## config.mk

```make
export PLATFORM = sky130hd
export DESIGN_NAME = ld_spec_table
export DESIGN_NICKNAME = d
export VERILOG_FILES = /design/src/rtl/slat_pkg.sv /design/src/rtl/slat_overlap.sv /design/src/rtl/slat_victim.sv /design/src/rtl/ld_spec_table.sv
export SDC_FILE = /design/constraint.sdc
export NUM_CORES = 1
export LEC_CHECK = 0
export ABC_CLOCK_PERIOD_IN_PS = 15000
export CORE_MARGIN = 8
export CORE_UTILIZATION = 45
export CTS_CLUSTER_SIZE = 25
export DETAILED_ROUTE_END_ITERATION = 16
export PLACE_DENSITY = 0.69
export SYNTH_ARGS = -nofsm -noshare
export SYNTH_HDL_FRONTEND = slang
export SYNTH_SLANG_ARGS = --single-unit
```

## constraint.sdc

```tcl
create_clock -name clk -period 15 [get_ports clk]
set_input_delay 3 -clock clk [delete_from_list [all_inputs] [get_ports clk]]
set_output_delay 3 -clock clk [all_outputs]
set_load 0.02 [all_outputs]
```

## src/rtl/slat_pkg.sv

```systemverilog
package slat_pkg;

  // Access size code: bytes = 1 << code (1, 2, 4 or 8 bytes)
  typedef logic [1:0] size_code_t;

  function automatic logic [3:0] size_bytes(size_code_t code);
    return 4'd1 << code;
  endfunction

endpackage

```

## src/rtl/slat_overlap.sv

```systemverilog
module slat_overlap
  import slat_pkg::*;
#(
  parameter int ADDR_W = 16
) (
  input  logic [ADDR_W-1:0] a_addr,
  input  size_code_t        a_size,
  input  logic [ADDR_W-1:0] b_addr,
  input  size_code_t        b_size,
  output logic              hit
);
  // One extra bit so that end = start + length cannot wrap
  localparam int EXT_W = ADDR_W + 1;

  logic [EXT_W-1:0] a_lo, a_end, b_lo, b_end;

  always_comb begin
    a_lo  = {1'b0, a_addr};
    b_lo  = {1'b0, b_addr};
    a_end = a_lo + EXT_W'(size_bytes(a_size));
    b_end = b_lo + EXT_W'(size_bytes(b_size));
    hit   = (a_lo < b_end) && (b_lo < a_end);
  end

endmodule

```

## src/rtl/slat_victim.sv

```systemverilog
module slat_victim #(
  parameter  int ENTRIES = 4,
  localparam int IDX_W   = (ENTRIES > 1) ? $clog2(ENTRIES) : 1
) (
  input  logic               clk,
  input  logic               rst,
  input  logic [ENTRIES-1:0] busy,
  input  logic [ENTRIES-1:0] same_tag,
  input  logic               alloc,
  output logic [IDX_W-1:0]   idx
);
  logic [IDX_W-1:0] ptr;
  logic [IDX_W-1:0] tag_idx, free_idx;
  logic             any_free, evict;

  always_comb begin
    tag_idx  = '0;
    free_idx = '0;
    any_free = 1'b0;
    for (int i = ENTRIES - 1; i >= 0; i--) begin
      if (!busy[i]) begin
        free_idx = IDX_W'(i);
        any_free = 1'b1;
      end
    end
    for (int i = 0; i < ENTRIES; i++) begin
      if (same_tag[i]) tag_idx = IDX_W'(i);
    end
    evict = alloc && !(|same_tag) && !any_free;
    if (|same_tag)    idx = tag_idx;
    else if (any_free) idx = free_idx;
    else              idx = ptr;
  end

  always_ff @(posedge clk) begin
    if (rst)
      ptr <= '0;
    else if (evict)
      ptr <= (ptr == IDX_W'(ENTRIES - 1)) ? '0 : ptr + 1'b1;
  end


  rr_ptr_hold_chk: assert property (@(posedge clk) disable iff (rst)
    !evict |=> $stable(ptr));

  generate
    if (ENTRIES > 1) begin : g_adv

      rr_ptr_step_chk: assert property (@(posedge clk) disable iff (rst)
        evict |=> !$stable(ptr));
    end
  endgenerate

endmodule

```

## src/rtl/ld_spec_table.sv

```systemverilog
module ld_spec_table
  import slat_pkg::*;
#(
  parameter  int ENTRIES = 4,
  parameter  int TAG_W   = 6,
  parameter  int ADDR_W  = 16,
  localparam int IDX_W   = (ENTRIES > 1) ? $clog2(ENTRIES) : 1
) (
  input  logic              clk,
  input  logic              rst,
  input  logic              ld_valid,
  input  logic [TAG_W-1:0]  ld_tag,
  input  logic [ADDR_W-1:0] ld_addr,
  input  logic [1:0]        ld_size,
  input  logic              st_valid,
  input  logic [ADDR_W-1:0] st_addr,
  input  logic [1:0]        st_size,
  input  logic              chk_valid,
  input  logic [TAG_W-1:0]  chk_tag,
  output logic              chk_resp,
  output logic              chk_ok,
  output logic              chk_reload
);
  // Entry storage: data fields carry no reset, only the valid bits do
  logic [ENTRIES-1:0] vld;
  logic [TAG_W-1:0]   ent_tag  [ENTRIES];
  logic [ADDR_W-1:0]  ent_addr [ENTRIES];
  size_code_t         ent_size [ENTRIES];

  logic [ENTRIES-1:0] ovl, kill, ld_same, chk_match;
  logic [IDX_W-1:0]   alloc_idx;
  logic               chk_hit;

  generate
    for (genvar i = 0; i < ENTRIES; i++) begin : g_ent
      slat_overlap #(.ADDR_W(ADDR_W)) u_ovl (
        .a_addr (ent_addr[i]),
        .a_size (ent_size[i]),
        .b_addr (st_addr),
        .b_size (st_size),
        .hit    (ovl[i])
      );
      assign kill[i]      = st_valid && vld[i] && ovl[i];
      assign ld_same[i]   = vld[i] && (ent_tag[i] == ld_tag);
      // Store is applied before the check: a killed entry does not match
      assign chk_match[i] = vld[i] && !kill[i] && (ent_tag[i] == chk_tag);


      store_kill_chk: assert property (@(posedge clk) disable iff (rst)
        (kill[i] && !(ld_valid && alloc_idx == IDX_W'(i))) |=> !vld[i]);
    end
  endgenerate

  assign chk_hit = |chk_match;

  slat_victim #(.ENTRIES(ENTRIES)) u_victim (
    .clk      (clk),
    .rst      (rst),
    .busy     (vld & ~kill),
    .same_tag (ld_same),
    .alloc    (ld_valid),
    .idx      (alloc_idx)
  );

  always_ff @(posedge clk) begin
    if (rst) begin
      vld <= '0;
    end else begin
      vld <= vld & ~kill;
      if (ld_valid) vld[alloc_idx] <= 1'b1;
    end
  end

  always_ff @(posedge clk) begin
    if (ld_valid) begin
      ent_tag[alloc_idx]  <= ld_tag;
      ent_addr[alloc_idx] <= ld_addr;
      ent_size[alloc_idx] <= ld_size;
    end
  end

  always_ff @(posedge clk) begin
    if (rst) begin
      chk_resp   <= 1'b0;
      chk_ok     <= 1'b0;
      chk_reload <= 1'b0;
    end else begin
      chk_resp   <= chk_valid;
      chk_ok     <= chk_valid && chk_hit;
      chk_reload <= chk_valid && !chk_hit;
    end
  end

  // At most one live entry per tag
  logic dup_tag;
  always_comb begin
    dup_tag = 1'b0;
    for (int i = 0; i < ENTRIES; i++)
      for (int j = i + 1; j < ENTRIES; j++)
        if (vld[i] && vld[j] && ent_tag[i] == ent_tag[j]) dup_tag = 1'b1;
  end


  no_dup_tag_chk: assert property (@(posedge clk) disable iff (rst) !dup_tag);


  resp_follows_chk_chk: assert property (@(posedge clk) disable iff (rst)
    chk_valid |=> chk_resp);


  idle_quiet_chk: assert property (@(posedge clk) disable iff (rst)
    !chk_valid |=> !(chk_resp || chk_ok || chk_reload));


  one_answer_chk: assert property (@(posedge clk) disable iff (rst)
    chk_resp |-> $countones({chk_ok, chk_reload}) == 1);


  reset_clear_chk: assert property (@(posedge clk)
    rst |=> (vld == '0 && !chk_resp && !chk_ok && !chk_reload));

endmodule

```

==> impl_metrics.tcl, run 1 <==
set metrics [dict create \
    status "finished clean" \
    wl_mm 21.2 \
    grt_pass1_vias 6346 \
    gr-usage-all-layers 0.182 \
    post_cts_buffers 0 \
    grt_first_pass_wirelength_mm 33.5 \
    io_buffers 55 \
    design.die.area_um2 23500 \
    areaGrowthSynthToFinish_pct 13.8 \
    synthFlopType "edfxtp_1" \
    synth_edf_count 96 \
    crit_path_max_fanout 15 \
    clock_latency_ns 0.35 \
    drv_cap 0 \
    use_met3 0.0282 \
    end_kind "register" \
    cp-start-kind "primary input" \
    syn_nets 999 \
    ys_ff_latch 105 \
    drc_errors 0 \
    h-tree-depth 3 \
    grt_start_max_net_pins 21 \
    worstPathCellList "clkdlybuf4s50_1 > nor2b_1 > ha_1 > a21o_1 > a21oi_1 > nor2b_1 > o21ai_0 > nor2_1 > and3_1 > xnor2_1 > ha_1 > and3_1 > o2111ai_1 > a21oi_1 > a211oi_1 > a2bb2oi_2 > nor4b_4 > o2bb2ai_1 > and3_1 > buf_4" \
    worstReg2RegEnd "ent_addr[2][9]$_DFFE_PP_" \
    rr_worst_depth 18 \
    crit_cells 20 \
    ctsResizeCount 0 \
    antenna_left 0 \
    routedWlPerCell_um 19.2 \
    synth.avg_cell_area_um2 10.6 \
    gp_congestion 0.924 \
    crit_required_ns 15.04 \
    hp-class "reg2reg" \
    cp_slowest_cell "and3_1" \
    setup-violations-final 0 \
    path_clk_slew_ns 0.07 \
    drive_above_1_share 0.0539 \
    gr-usage-met2 0.307 \
    cts.sinks 105 \
    startpoint "st_size[0]" \
    cts_hold_buf 0 \
    r2r-start "ent_size[0][0]$_DFFE_PP_" \
    top_usage_layer "met2" \
    fin_setup_tns_ns 0 \
    ys.warnings.count 0 \
    cp_common_cell "and3_1" \
    nFillCells 1651 \
    irDropWorstVdd_mv 0.0511 \
    synth-async-reset-ratio 0 \
    min_period_ns 8.34 \
    dpl.hpwl_mm 17.5 \
    crit_path_end "ent_addr[1][0]$_DFFE_PP_" \
    die_w_um 153 \
    regToRegSetupSlack_ns 9.38 \
    drtIter0Drc 399 \
    fin_crit_sh 0.556 \
    cp_num_buf_inv 2 \
    num_io_pins 56 \
    initial_core_util 0.456 \
    via_per_inst 5.69 \
    synth_area_um2 8470 \
    synth_top_area_frac 0.340 \
    hold_viol 0 \
    grt-ovfl-total 0 \
    final_nets 1066 \
    arrival_ns 8.38 \
    placed_cell_area_um2 9350 \
    grt_use_met1 0.240 \
    max_slew_margin 0.474 \
    clock_skew_ns 0.00972 \
    tightest_slew_ns 0.784 \
    yosys-top-cells-area "edfxtp_1 34%, ha_1 21%, xor2_1 7.0%, xnor2_1 5.2%, a21oi_1 3.0%" \
    ys_types 68 \
    core_area_um2 18600 \
    slew_violations 0 \
    powerDensity_nw_per_um2 84.2 \
    fin_area_um2 9640 \
    synth_cells 800 \
    diodes 0 \
    max_freq_mhz 120 \
    rsz0062_at_grt "no" \
    critPathKind "in2reg" \
    cp_top_family "compound AO/OA/AOI/OAI gates" \
    max_stage_delay_ns 0.59 \
    die_h_um 153 \
    clk_path_buf_depth 2 \
    cts_made_buffers 9 \
    cts-root-buf "clkbuf_16" \
    cts_tree "built" \
    antenna_found_initial 0 \
    yosysTopAreaCell "edfxtp_1" \
    synth-seq-area-share 0.361 \
    drt_pass1_iterations 4 \
    power.leakage_nw 3.75 \
    num_rows 50 \
    vias 6288 \
]
==> worst reg2reg max path, stage by stage (launching register included) <==
cell and delay [ns]:
edfxtp_1 0.44, nor2_1 0.13, ha_1 0.16, inv_1 0.05, fa_1 0.41, nor2b_2 0.14
o21ai_2 0.07, a21oi_1 0.54, nand4_1 0.19, xor2_1 0.17, ha_1 0.30, nand2_1 0.09
or4_1 0.54, o21ai_2 0.21, a32oi_2 0.20, nor4b_4 0.39, o2bb2ai_1 0.21, nor3_2 0.63
buf_4 0.40
==> placed cells by master, fill, tap and decap left out, types with 3 or more instances in the layout <==
cell	n
xor2_1	68
dfxtp_1	9
nand3_1	20
a211oi_1	6
nand4_1	21
nor3_2	3
a21o_1	22
and2_1	8
fa_1	5
nor2_1	46
o211ai_1	5
ha_1	141
nand2_1	63
xnor2_1	50
and3_1	7
o21a_1	3
o21ai_2	3
nor2b_1	24
nor3_1	9
clkdlybuf4s50_1	55
buf_4	4
edfxtp_1	96
clkinv_4	3
o2111ai_1	3
inv_1	18
o21ai_0	36
nand2b_1	8
clkbuf_16	9
a21oi_1	50
and4_1	7
a31oi_1	10
nor4_1	9
==> area by class of cell <==
type,count,area (um2),area share
clock buffers,9,225,0.0234
repair buffers,59,581,0.0602
well taps,234,293,0.0304
multi-input cells,674,5350,0.555
inverters,18,67.6,0.00701
clock inverters,7,66.3,0.00688
flip-flops and latches,105,3060,0.318
==> worst min-delay path by stage <==
stage	startpoint	endpoint	slack (ns)	depth (start not counted)
floorplan	u_victim.ptr[1]$_SDFFE_PP0P_	u_victim.ptr[1]$_SDFFE_PP0P_	0.58	2
global placement	u_victim.ptr[1]$_SDFFE_PP0P_	u_victim.ptr[1]$_SDFFE_PP0P_	0.61	2
detailed placement	u_victim.ptr[1]$_SDFFE_PP0P_	u_victim.ptr[1]$_SDFFE_PP0P_	0.63	3
CTS	u_victim.ptr[1]$_SDFFE_PP0P_	u_victim.ptr[1]$_SDFFE_PP0P_	0.64	3
global route	u_victim.ptr[1]$_SDFFE_PP0P_	u_victim.ptr[1]$_SDFFE_PP0P_	0.70	3
finish	u_victim.ptr[1]$_SDFFE_PP0P_	u_victim.ptr[1]$_SDFFE_PP0P_	0.64	3
==> through the flow <==
| step | cells | utilization | total power, mW | worst slack [ns] | hold slack, ns |
|---|---|---|---|---|---|
| floorplan | 800 | - | 0.510 | 6.76 | 0.582 |
| global placement | 1090 | 0.503 | 0.584 | 6.38 | 0.610 |
| detailed placement | 1090 | 0.503 | 0.590 | 6.32 | 0.632 |
| CTS | 1106 | 0.519 | 0.816 | 6.67 | 0.639 |
| global route | 1106 | 0.519 | 0.858 | 6.25 | 0.702 |
| finish | 1106 | 0.519 | 0.812 | 6.66 | 0.643 |
==> Yosys cell counts (3+ instances only) <==
master / instances
xor2_1: 68
nand4_1: 21
nor2_1: 46
ha_1: 141
dfxtp_1: 9
nand2b_1: 8
o21ai_0: 36
fa_1: 5
o211ai_1: 5
inv_1: 18
and3_1: 7
xnor2_1: 50
a211oi_1: 6
o2111ai_1: 3
a21o_1: 22
nor3_1: 10
nand2_1: 63
and2_1: 8
o21a_1: 3
nand3_1: 20
a21oi_1: 50
a31oi_1: 10
o21ai_2: 3
nor2b_1: 24
edfxtp_1: 96
and4_1: 7
nor4_1: 9
==> metal layers <==
metal / share of wire / up-vias
met5: 0 / -
met4: 0.014 / 0
met3: 0.037 / 22
met2: 0.48 / 99
met1: 0.47 / 3016
li1: - / 3151
==> power breakdown <==
part           leakage (nW)  internal, mW  switching [mW]
combinational          2.65        0.0947           0.123
clock                 0.142         0.116           0.112
sequential            0.955         0.345          0.0220
==> registers in the layout, indices dropped and copies added (netlist names) <==
signal,flops
ent_addr,64
chk_ok,1
chk_reload,1
u_victim.ptr,2
ent_tag,24
vld,4
ent_size,8
chk_resp,1
==> cell families after synthesis <==
family	after synthesis	synth area share
muxes	1	0.00177
and+or+nand+nor	242	0.153
xor gates and xnor gates	118	0.122
adders and majority gates	146	0.220
AOI/OAI and AO/OA	167	0.133
DFF	105	0.361
buffers and inverters	21	0.00945
Note: power is estimated with default switching activity, not from simulation.
==> inputs of run 2 (changes only) <==
- ABC_CLOCK_PERIOD_IN_PS: 15000 -> 6950
- PLACE_DENSITY: 0.69 -> 0.72
- clock period: 15 -> 6.95 ns (I/O delays scaled with it)
==> run 2 against run 1 <==
  * Global-route usage decreased by 0.44 points
  * First-iteration DRC count fell by 30%
  * Critical path depth did not move
  * Via count rose by 0.67%
  * Critical endpoint is now ent_addr[0][7]$_DFFE_PP_
  * Setup slack lost 6.0 ns
  * Sequential share of layout area decreased by 0.27 points
  * Largest power group unchanged
  * Cell count up 0.54%
  * Power grew 120%
  * Die area unchanged
  * Clock power rose by 110%
==> impl_metrics.tcl, run 2 (synthesis results as in run 1) <==
set metrics [dict create \
    status "finished clean" \
    cp-start-kind "primary input" \
    fin_setup_tns_ns 0 \
    min_period_ns 6.24 \
    final_nets 1072 \
    path_clk_slew_ns 0.07 \
    final_core_util 0.523 \
    clk_path_buf_depth 2 \
    areaGrowthSynthToFinish_pct 14.8 \
    clock_latency_ns 0.35 \
    grt_start_max_net_pins 21 \
    arrival_ns 6.29 \
    tightest_slew_ns 0.706 \
    drc_errors 0 \
    post_cts_buffers 0 \
    initial_core_util 0.456 \
    startpoint "st_size[0]" \
    critPathKind "in2reg" \
    cts-root-buf "clkbuf_16" \
    drive_above_1_share 0.0615 \
    rr_worst_depth 18 \
    crit_path_max_fanout 20 \
    powerDensity_nw_per_um2 180 \
    power.leakage_nw 3.78 \
    swShare 0.311 \
    combPwrFrac 0.268 \
    max_freq_mhz 160 \
    max_stage_delay_ns 0.50 \
    cts.sinks 105 \
    design.die.area_um2 23500 \
    total_power_mw 1.75 \
    clock_skew_ns 0.0154 \
    rsz0062_at_grt "no" \
    pwr-share-seq 0.454 \
    layout_commonest_cell "ha_1" \
    regMostFlops "ent_addr" \
    dpl.hpwl_mm 17.3 \
    drtIter0Drc 279 \
    core_area_um2 18600 \
    antenna_found_initial 0 \
    via_per_inst 5.69 \
    drt_pass1_iterations 5 \
    num_rows 50 \
    h-tree-depth 3 \
    antenna_left 0 \
    num_io_pins 56 \
    cts_tree "built" \
    hold_start "u_victim.ptr[1]$_SDFFE_PP0P_" \
    routedWlPerCell_um 18.6 \
    grt_pass1_vias 6243 \
    mostFrequentLayoutCells "141 x ha_1, 96 x edfxtp_1, 68 x xor2_1" \
    regToRegSetupSlack_ns 1.71 \
    die_w_um 153 \
    max_slew_margin 0.525 \
    crit_required_ns 7.00 \
    power_frac_clock 0.278 \
    drv_cap 0 \
    fin_crit_sh 0.899 \
    hp-class "reg2reg" \
    grt-ovfl-total 0 \
    cp_slowest_cell "clkdlybuf4s50_1" \
    wl_mm 20.7 \
    irDropWorstVdd_mv 0.172 \
    largestRegisters "ent_addr x64, ent_tag x24, ent_size x8" \
    end_kind "register" \
    vias 6330 \
    worstReg2RegEnd "ent_addr[3][7]$_DFFE_PP_" \
    grt_first_pass_wirelength_mm 32.7 \
    hold_viol 0 \
    io_buffers 55 \
    gr-usage-all-layers 0.178 \
    power.internal_mw 1.21 \
    r2r-start "ent_size[0][0]$_DFFE_PP_" \
    setup-violations-final 0 \
    die_h_um 153 \
    switchingPower_mw 0.545 \
    crit_path_end "ent_addr[0][7]$_DFFE_PP_" \
    slew_violations 0 \
    largest_reg_flops 64 \
    diodes 0 \
    gp_congestion 0.926 \
    worstPathCellList "clkdlybuf4s50_1 > nor2b_1 > ha_1 > a21o_1 > a21oi_1 > nor2b_1 > o21ai_0 > nor2_1 > and4_1 > xnor2_1 > ha_1 > nand4_1 > nor2_1 > o2111ai_1 > nor3_1 > o21ai_2 > a32oi_1 > o2bb2ai_2 > nor3b_4 > buf_12" \
    cts_made_buffers 9 \
]
## run 2: cell count changes in the layout (fill, tap and decap cells not counted), sizes merged
cell / change
buf: +6
clkinvlp: +1
clkinv: -3
inv: +2
## run 2: area by class of cell
type                            count  area [um2]
Clock buffer                        9         225
Clock inverter                      7        60.1
Fill cell                        1620        8850
Inverter                           18        67.6
Multi-Input combinational cell    674        5350
Sequential cell                   105        3060
Tap cell                          234         293
Timing Repair Buffer               65         663
## run 2: layer usage
layer,vias up,part of all wire,track usage
met5,-,0,0
met3,25,0.039,0.0237
met2,135,0.46,0.290
met4,0,0.020,0.0504
met1,3013,0.48,0.242
li1,3157,-,-
## run 2: power groups by stage
stage | sequential [mW] | combinational, mW | clock, mW
finish | 0.795 | 0.470 | 0.487
global route | 0.799 | 0.534 | 0.515
CTS | 0.794 | 0.474 | 0.495
detailed placement | 0.808 | 0.471 | 0
global placement | 0.807 | 0.460 | 0
floorplan | 0.789 | 0.312 | 0
## run 2: worst max-delay path: cells and delay by family
kind | cells | cell delay (ns)
compound gates | 7 | 1.61
fa+ha+maj | 2 | 0.47
xor+xnor | 1 | 0.38
simple gates | 8 | 1.72
buf+inv | 2 | 0.72
## run 2: worst min-delay path by stage
stage,endpoint,slack (ns),depth (start not counted)
after global placement,u_victim.ptr[1]$_SDFFE_PP0P_,0.62,2
after CTS,u_victim.ptr[1]$_SDFFE_PP0P_,0.65,2
after floorplan,u_victim.ptr[1]$_SDFFE_PP0P_,0.58,2
final,u_victim.ptr[1]$_SDFFE_PP0P_,0.64,2
after detailed placement,u_victim.ptr[1]$_SDFFE_PP0P_,0.63,2
after global routing,u_victim.ptr[1]$_SDFFE_PP0P_,0.66,2
## run 2: stage by stage
stage                     cells  cell area [um2]  worst slack (ns)  hold WS (ns)
after floorplan             800             8470             0.318         0.582
final                      1112             9730             0.705         0.640
after global routing       1112             9730             0.150         0.659
after global placement     1096             9430             0.382         0.619
after detailed placement   1096             9430             0.237         0.630
after CTS                  1112             9720             0.584         0.646
## run 2: timing repair
item	CTS	global route
setup endpoints to repair	0	24
hold buffers	0	0
resized for setup	0	1
==> inputs of run 3 (changes only) <==
- CORE_UTILIZATION: 45 -> 44
- PLACE_DENSITY: 0.72 -> 0.71
==> run 3 against run 2 <==
  * Setup slack got worse by 0.035 ns
  * Combinational power about the same
  * Hold slack better by 0.011 ns
  * Cell count grew 2.0%
  * Power rose by 2.2%
  * Critical path type unchanged
==> impl_metrics.tcl, run 3 (synthesis results as in run 1) <==
set metrics [dict create \
    status "finished clean" \
    num_rows 50 \
    layout_commonest_cell "ha_1" \
    swShare 0.303 \
    largest_reg_flops 64 \
    drc_errors 0 \
    dp_slack_ns 0.324 \
    num_io_pins 56 \
    end_kind "register" \
    ctsResizeCount 0 \
    r2r-start "ent_size[0][0]$_DFFE_PP_" \
    mostFrequentLayoutCells "141 x ha_1, 96 x edfxtp_1, 68 x xor2_1" \
    post_cts_buffers 0 \
    drv_cap 0 \
    power.internal_mw 1.25 \
    hold_viol 0 \
    max_stage_delay_ns 0.51 \
    vias 6407 \
    combPwrFrac 0.263 \
    cts_tree "built" \
    h-tree-depth 3 \
    dp_cells 1118 \
    pwr-share-seq 0.444 \
    grt_first_pass_wirelength_mm 33.5 \
    cts.sinks 105 \
    antenna_found_initial 0 \
    fin_setup_tns_ns 0 \
    power_frac_clock 0.293 \
    hold_depth 2 \
    dpl.hpwl_mm 17.5 \
    cp_common_cell "and3_1" \
    cp_num_buf_inv 2 \
    clock_skew_ns 0.00899 \
    gr-usage-all-layers 0.180 \
    cp-start-kind "primary input" \
    rsz0062_at_grt "no" \
    regMostFlops "ent_addr" \
    rr_worst_depth 18 \
    largestRegisters "ent_addr x64, ent_tag x24, ent_size x8" \
    min_period_ns 6.28 \
    total_power_mw 1.79 \
    instances_no_fill 1134 \
    cts_made_buffers 9 \
    diodes 0 \
    cts-root-buf "clkbuf_16" \
    grt_start_max_net_pins 25 \
    areaGrowthSynthToFinish_pct 14.9 \
    cts_hold_buf 0 \
    worstPathCellList "clkdlybuf4s50_1 > nor2b_1 > ha_1 > a21o_1 > a21oi_1 > nor2b_1 > o21ai_0 > nor2_1 > and3_1 > xnor2_1 > ha_1 > and3_1 > o2111ai_1 > a21oi_1 > a211oi_1 > a2bb2oi_2 > nor4b_4 > o2bb2ai_1 > and3_1 > buf_4" \
    setup-violations-final 0 \
    tightest_slew_ns 0.718 \
    max_freq_mhz 159 \
    gp_congestion 0.904 \
    final_nets 1068 \
    clk_path_buf_depth 2 \
    design.die.area_um2 24000 \
    drive_above_1_share 0.0572 \
    cp_slowest_cell "clkdlybuf4s50_1" \
    switchingPower_mw 0.542 \
    setup_slack_ns 0.671 \
    initial_core_util 0.450 \
    antenna_left 0 \
    path_clk_slew_ns 0.07 \
    regToRegSetupSlack_ns 1.74 \
    slew_violations 0 \
    io_buffers 55 \
    drt_pass1_iterations 5 \
    irDropWorstVdd_mv 0.110 \
    grt_pass1_vias 6295 \
    clock_latency_ns 0.35 \
    via_per_inst 5.65 \
    drtIter0Drc 404 \
    final_core_util 0.517 \
    crit_required_ns 6.98 \
    power.leakage_nw 3.78 \
    hp-class "reg2reg" \
    crit_path_max_fanout 16 \
    powerDensity_nw_per_um2 184 \
    fin_crit_sh 0.904 \
    max_slew_margin 0.521 \
    hold_start "u_victim.ptr[1]$_SDFFE_PP0P_" \
    holdPathEnd "u_victim.ptr[1]$_SDFFE_PP0P_" \
    grt-ovfl-total 0 \
    core_area_um2 18800 \
    die_w_um 155 \
    die_h_um 155 \
    worstReg2RegEnd "ent_addr[2][6]$_DFFE_PP_" \
    routedWlPerCell_um 18.7 \
    arrival_ns 6.31 \
    wl_mm 21.2 \
    nFillCells 1675 \
    cp_top_family "compound AO/OA/AOI/OAI gates" \
    critPathKind "in2reg" \
]
==> run 3: layer usage <==
| metal | up-vias | part of all wire | global-route usage |
|---|---|---|---|
| li1 | 3154 | - | - |
| met1 | 3057 | 0.46 | 0.246 |
| met2 | 176 | 0.46 | 0.293 |
| met3 | 20 | 0.069 | 0.0259 |
| met4 | 0 | 0.013 | 0.0453 |
| met5 | - | 0 | 0 |
==> run 3: tightest hold or removal path: cells and delay by family, from the launching register on <==
kind | cells | cell delay, ns
DFF | 1 | 0.36
adders and majority gates | 1 | 0.14
AOI/OAI and AO/OA | 1 | 0.13
==> run 3: area by class of cell <==
cell class	instances	area [um2]	area share
tap	260	325	0.0334
sequential	105	3060	0.315
timing repair buffer	61	621	0.0637
clock buffer	10	239	0.0245
clock inverter	6	75.1	0.00771
multi-input combinational	674	5350	0.549
inverter	18	67.6	0.00694
==> run 3: worst max-delay path by stage <==
stage | cells past startpoint | slack [ns] | endpoint | startpoint
finish | 20 | 0.67 | ent_size[1][1]$_DFFE_PP_ | st_size[0]
global route | 20 | 0.40 | ent_size[1][1]$_DFFE_PP_ | st_size[0]
CTS | 20 | 0.65 | ent_size[1][1]$_DFFE_PP_ | st_size[0]
detailed placement | 20 | 0.32 | ent_addr[1][3]$_DFFE_PP_ | st_size[0]
global placement | 20 | 0.43 | ent_size[1][1]$_DFFE_PP_ | st_size[0]
floorplan | 18 | 0.32 | ent_addr[2][0]$_DFFE_PP_ | st_size[0]
==> run 3: power by group through the flow <==
| stage | logic [mW] | clock network, mW | registers, mW |
|---|---|---|---|
| floorplan | 0.312 | 0 | 0.789 |
| global placement | 0.455 | 0 | 0.806 |
| detailed placement | 0.470 | 0 | 0.807 |
| CTS | 0.473 | 0.534 | 0.793 |
| global route | 0.533 | 0.558 | 0.799 |
| finish | 0.471 | 0.524 | 0.795 |
==> run 3: through the flow <==
step / hold slack, ns / cell area (um2)
after floorplan: 0.582 / 8470
after global placement: 0.611 / 9420
after global routing: 0.667 / 9740
after detailed placement: 0.631 / 9420
after CTS: 0.651 / 9740
final: 0.651 / 9740
